===== config.mk =====
export PLATFORM = sky130hd
export DESIGN_NAME = sampleTimerBank
export DESIGN_NICKNAME = d
export VERILOG_FILES = /design/src/rtl/sampleTimerPkg.sv /design/src/rtl/timerBankCtrl.sv /design/src/rtl/timerBankData.sv /design/src/rtl/sampleTimerBank.sv
export SDC_FILE = /design/constraint.sdc
export NUM_CORES = 1
export LEC_CHECK = 0
export ABC_AREA = 1
export BUFFER_PORTS_ARGS = -buffer_cell sky130_fd_sc_hd__buf_2
export CAP_MARGIN = 15
export CORE_MARGIN = 1.5
export CORE_UTILIZATION = 58
export CTS_BUF_LIST = sky130_fd_sc_hd__clkbuf_4
export DETAILED_ROUTE_END_ITERATION = 7
export GPL_ROUTABILITY_DRIVEN = 1
export GPL_TIMING_DRIVEN = 0
export PLACE_DENSITY = 0.86
export RECOVER_POWER = 25
export SLEW_MARGIN = 20
export SYNTH_ARGS = -nofsm -noshare
export SYNTH_HDL_FRONTEND = slang
export SYNTH_SLANG_ARGS = --single-unit
export TNS_END_PERCENT = 50

===== constraint.sdc =====
create_clock -name clk -period 2.3 [get_ports clk]
set_clock_uncertainty 0.05 [all_clocks]
set_input_delay 0.23 -clock clk [delete_from_list [all_inputs] [get_ports clk]]
set_output_delay 0.23 -clock clk [all_outputs]
set_load 0.05 [all_outputs]

===== src/rtl/sampleTimerPkg.sv =====
package sampleTimerPkg;
  localparam int NUM_TIMERS = 3;
  localparam int CNT_W      = 8;
  localparam int PRE_W      = 3;
  localparam int ADDR_W     = 3;
  // Widest divider count is 2^(2^PRE_W - 1) - 1, which needs 2^PRE_W - 1 bits.
  localparam int DIV_W      = (1 << PRE_W) - 1;
  localparam int EN_ADDR    = 2 * NUM_TIMERS;

  // Per-timer control strobes passed from the control block to the datapath.
  typedef struct packed {
    logic [NUM_TIMERS-1:0] load;
    logic [NUM_TIMERS-1:0] inc;
    logic [NUM_TIMERS-1:0] allow;
    logic [NUM_TIMERS-1:0] ack;
  } timerStrobes_t;
endpackage


===== src/rtl/timerBankCtrl.sv =====
module timerBankCtrl
  import sampleTimerPkg::*;
(
  input  logic                  clk,
  input  logic                  rstN,
  input  logic                  sampleTick,
  input  logic                  wrEn,
  input  logic [ADDR_W-1:0]     wrAddr,
  input  logic [CNT_W-1:0]      wrData,
  input  logic [NUM_TIMERS-1:0] ackIn,
  output timerStrobes_t         strobes
);
  logic [NUM_TIMERS-1:0] enMask;
  logic [NUM_TIMERS-1:0] loadVec;
  logic [NUM_TIMERS-1:0] incVec;

  always_ff @(posedge clk) begin
    if (!rstN) begin
      enMask <= '0;
    end else if (wrEn && wrAddr == ADDR_W'(EN_ADDR)) begin
      enMask <= wrData[NUM_TIMERS-1:0];
    end
  end

  for (genvar i = 0; i < NUM_TIMERS; i++) begin : g_div
    logic [PRE_W-1:0] prescale;
    logic [DIV_W-1:0] divCnt;
    logic [DIV_W:0]   divLimit;
    logic             loadHit;
    logic             ctlHit;
    logic             divDone;

    assign loadHit  = wrEn && (wrAddr == ADDR_W'(2 * i));
    assign ctlHit   = wrEn && (wrAddr == ADDR_W'(2 * i + 1));
    assign divLimit = ((DIV_W + 1)'(1) << prescale) - (DIV_W + 1)'(1);
    // >= keeps a shortened period safe when the divider is already past the new limit.
    assign divDone  = {1'b0, divCnt} >= divLimit;

    always_ff @(posedge clk) begin
      if (!rstN) begin
        prescale <= '0;
      end else if (ctlHit) begin
        prescale <= wrData[PRE_W-1:0];
      end
    end

    always_ff @(posedge clk) begin
      if (!rstN || loadHit) begin
        divCnt <= '0;
      end else if (sampleTick) begin
        divCnt <= divDone ? '0 : divCnt + DIV_W'(1);
      end
    end

    assign loadVec[i] = loadHit;
    assign incVec[i]  = sampleTick && divDone && !loadHit;
  end

  assign strobes.load  = loadVec;
  assign strobes.inc   = incVec;
  assign strobes.allow = enMask;
  assign strobes.ack   = ackIn;
endmodule


===== src/rtl/timerBankData.sv =====
module timerBankData
  import sampleTimerPkg::*;
(
  input  logic                                 clk,
  input  logic                                 rstN,
  input  logic [CNT_W-1:0]                     wrData,
  input  timerStrobes_t                        strobes,
  output logic [NUM_TIMERS-1:0][CNT_W-1:0]     counts,
  output logic [NUM_TIMERS-1:0]                pending
);
  localparam logic [CNT_W-1:0] ALL_ONES  = '1;
  localparam logic [CNT_W-1:0] NEAR_FULL = ALL_ONES - CNT_W'(1);

  for (genvar i = 0; i < NUM_TIMERS; i++) begin : g_tmr
    logic [CNT_W-1:0] countQ;
    logic             pendQ;
    logic             hitFull;

    assign hitFull = strobes.inc[i] && (countQ == NEAR_FULL) && strobes.allow[i];

    always_ff @(posedge clk) begin
      if (!rstN) begin
        countQ <= '0;
      end else if (strobes.load[i]) begin
        countQ <= wrData;
      end else if (strobes.inc[i]) begin
        countQ <= countQ + CNT_W'(1);
      end
    end

    always_ff @(posedge clk) begin
      if (!rstN) begin
        pendQ <= 1'b0;
      end else if (hitFull) begin
        pendQ <= 1'b1;
      end else if (strobes.ack[i]) begin
        pendQ <= 1'b0;
      end
    end

    assign counts[i]  = countQ;
    assign pending[i] = pendQ;
  end
endmodule


===== src/rtl/sampleTimerBank.sv =====
module sampleTimerBank
  import sampleTimerPkg::*;
(
  input  logic                  clk,
  input  logic                  rstN,
  input  logic                  sampleTick,
  input  logic                  wrEn,
  input  logic [ADDR_W-1:0]     wrAddr,
  input  logic [CNT_W-1:0]      wrData,
  input  logic [NUM_TIMERS-1:0] ackIn,
  output logic [NUM_TIMERS-1:0] irqPending
);
  timerStrobes_t                    strobes;
  logic [NUM_TIMERS-1:0][CNT_W-1:0] counts;

  timerBankCtrl u_ctrl (
    .clk        (clk),
    .rstN       (rstN),
    .sampleTick (sampleTick),
    .wrEn       (wrEn),
    .wrAddr     (wrAddr),
    .wrData     (wrData),
    .ackIn      (ackIn),
    .strobes    (strobes)
  );

  timerBankData u_data (
    .clk     (clk),
    .rstN    (rstN),
    .wrData  (wrData),
    .strobes (strobes),
    .counts  (counts),
    .pending (irqPending)
  );
endmodule


==> impl_results.md <==
* Outcome: finished, violations left
* Violated checks: setup timing
* Crit path DAT at between 2000 and 3000 ps
* Peak VDD IR at about 380 uV
* CP endpoint kind: flip-flop
* Syn-to-layout area delta at 18.0%
* FF-to-FF setup slack at -8 ps
* Final worst slack at -7.69 ps
* Clock Path Buffers at 2
* Routed Antenna Nets at 0
* Startpoint Class: flip-flop
* PortBufs at 19
* TritonCTS Buffers at 9
* # diodes at 0
* Die Height at around 87 um
* Reg clk slew, reported paths at about 110 ps
* Clock root buffer: clkbuf_4
* Hold Vio Cnt, Final at 0
* Latest clock arrival within the worst-skew pair at approximately 410 ps
* Synthesized area at between 0.004 and 0.005 mm^2
* Hold Path Class: in2reg
* Max-slew headroom at 55.2%
* Tmin final at 2310 ps
* Netlist cell types at 35
* Via density at around 5.7
* MaxCap Viol Count at 0
* Avg WL per Cell at roughly 16 um
* Tot Pwr at about 2.5 mW
* Core area at 0.00679 mm^2
* Mapped Nets at 617
* Crit path kind: reg2reg
* Cell leakage power at between 1.5 and 2 nW
* Ys Warns at 0
* First-pass GRT wire length at between 15 and 20 mm
* Dpl cells at 681
* Share of layout cells above drive strength 1 at around a quarter
* Syn avg cell area at between 7 and 8 um^2
* Worst-Margin Slew at 672 ps
* Pin count of the biggest net entering global routing at 14
* Max Freq at roughly 430 MHz
* Slew Limit Fails at 0
* Final Net Count at around 660
* Pwr dens at 528 mW/mm^2
* Setup violators final at 1
* Synthesized flop and latch total at 60
* Routed WL at between 10 and 15 mm
* Data required, critical path at roughly 2600 ps
* Critical path peak fanout at 5
* Number of core rows at 30
* Hold_ws at 25.0 ps
* Pre-antenna DRT Iters at 5
* DP HPWL at slightly below 7 mm
* Post-layout util at between 70% and 80%
* Setup TNS at -7.69 ps
* Die X-Extent at just under 90 um
* DRC at 0
* Synthesized instance count at 566
* Iteration-0 DRC Markers at about 270
* I/O Pins at 21
* Part of the cycle the worst path needs at 100%
* Initial antenna violation count at 0
* Htree depth at 3
* Initial core utilization at ~60%
* Via count at around 4000
* Register area share after synthesis at 29.6%
* Placer congestion estimate at approximately 0.9
* Die footprint at between 0.007 and 0.008 mm^2
* RSZ-0062 raised after global routing: yes
* CTS Sinks at 60
* Fin cells at just over 700
* GRT Util Overall at about 27%
* Vias in the first global route at 3717
* CTS tree: yes
* Post-CTS Hold Fix Bufs at 0
* Total overflow reported by the global router at 0
## stage by stage
stage,worst slack (ps),area [um^2]
2_1_floorplan,65.5,4060
3_3_place_gp,-213,4270
3_5_place_dp,-305,4270
4_1_cts,3.53,4480
5_1_grt,-137,4790
6_report,-7.69,4790
## cell usage in the layout, fill, tap and decap left out, types with 3 or more instances in the layout
cell type  Yosys  layout
buf_2          3      20
xor2_1        15      15
clkbuf_4       0      12
clkinv_4       3       3
nand4_1       13      13
o211ai_1       3       3
nand3_1       60      57
nand2_8        0       5
and3_4         1       3
inv_2          1       5
nand2_1      121     102
dfxtp_1       60      51
nand2_2        3      18
buf_4          3      14
clkbuf_1       2       3
ha_1          33      29
o21ai_0       28      23
nand3_2        0       3
nor2_1        45      42
dfxtp_2        0       4
xnor2_1       11       9
nor2_4         1       3
o21ai_1       16      18
o21ai_2        0       3
ha_4           0       4
a21oi_1       30      22
nor2_2         4       5
a21boi_0       3       3
buf_6          5       5
dfxtp_4        0       5
clkinv_1       3       3
a21o_1         3       3
nor3_1         4       4
nand2_4        9      11
a21oi_2       12      20
inv_1         58      54
## metal layers
metal / global-route usage (%) / share of wire (%) / vias up
met5: 0 / 0 / -
met4: 14.8 / 3.6 / 0
met3: 4.10 / 6.0 / 40
met2: 45.8 / 49 / 174
met1: 34.1 / 41 / 1868
li1: - / - / 1963
## final cells by class
class	count	area, um^2
clock inverter	4	16.3
timing repair buffer	30	175
tap	96	120
multi-input combinational	428	2760
buffer	16	135
inverter	65	272
fill	511	2010
sequential	60	1220
clock buffer	12	90.1
## path summary, 6_finish.rpt
check	depth (start not counted)	start	endpoint
min	4	ackIn[0]	u_data.g_tmr[0].pendQ
max reg2reg	14	u_ctrl.g_div[0].prescale[1]	u_data.g_tmr[0].countQ[0]
max	14	u_ctrl.g_div[0].prescale[1]	u_data.g_tmr[0].countQ[0]
min reg2reg	2	u_data.g_tmr[1].pendQ	u_data.g_tmr[1].pendQ
## cell families (layout without fill, tap and decap cells)
family          Yosys count  after routing  synth area share (%)
compound gates           97             97                  13.8
xor+xnor                 26             26                  5.61
flops                    60             60                  29.6
buf+inv                  81            127                  9.72
simple gates            269            272                  31.1
fa+ha+maj                33             33                  10.2
## timing repair
action | in CTS | in global routing
gates cloned | 3 | 0
buffers inserted | 2 | 9
setup endpoints to repair | 45 | 45
gates resized for setup | 31 | 62
pin swaps | 5 | 25
## report_power, final
part           total [mW]  switching (mW)  leakage [nW]  internal, mW
logic               0.753           0.470          1.42         0.283
clock network       0.649           0.401        0.0638         0.248
registers            1.13          0.0497         0.491          1.08
total                2.53           0.921          1.97          1.61
## registers in the layout, indices dropped and copies added (netlist names)
name,cells
u_ctrl.enMask,3
u_data.g_tmr.countQ,24
u_ctrl.g_div.divCnt,21
u_data.g_tmr.pendQ,3
u_ctrl.g_div.prescale,9
## critical path, stage by stage (launching register included)
cell and delay [ps]:
dfxtp_4 380, inv_2 110, nand3_2 120, ha_4 190, xor2_1 160, ha_1 290
nand2_2 110, inv_1 60, nand2_1 80, nand2_1 100, nand2_2 100, nand2_4 90
nand2_2 150, nand3_1 100, a21oi_2 150
## cell usage after synthesis (all sizes together)
| library cell | number | share of area, % |
|---|---|---|
| a21boi | 3 | 0.56 |
| a21o | 3 | 0.56 |
| a21oi | 42 | 6.3 |
| and3 | 5 | 0.89 |
| buf | 14 | 3.1 |
| clkbuf | 2 | 0.19 |
| clkinv | 6 | 0.93 |
| dfxtp | 60 | 30 |
| ha | 33 | 10 |
| inv | 59 | 5.5 |
| nand2 | 133 | 14 |
| nand3 | 60 | 7.4 |
| nand4 | 13 | 2.0 |
| nor2 | 50 | 5.1 |
| nor3 | 6 | 0.99 |
| nor3b | 2 | 0.62 |
| o211ai | 3 | 0.56 |
| o21ai | 44 | 5.4 |
| o21bai | 2 | 0.37 |
| xnor2 | 11 | 2.4 |
| xor2 | 15 | 3.2 |
Note: power is estimated with default switching activity, not from simulation.
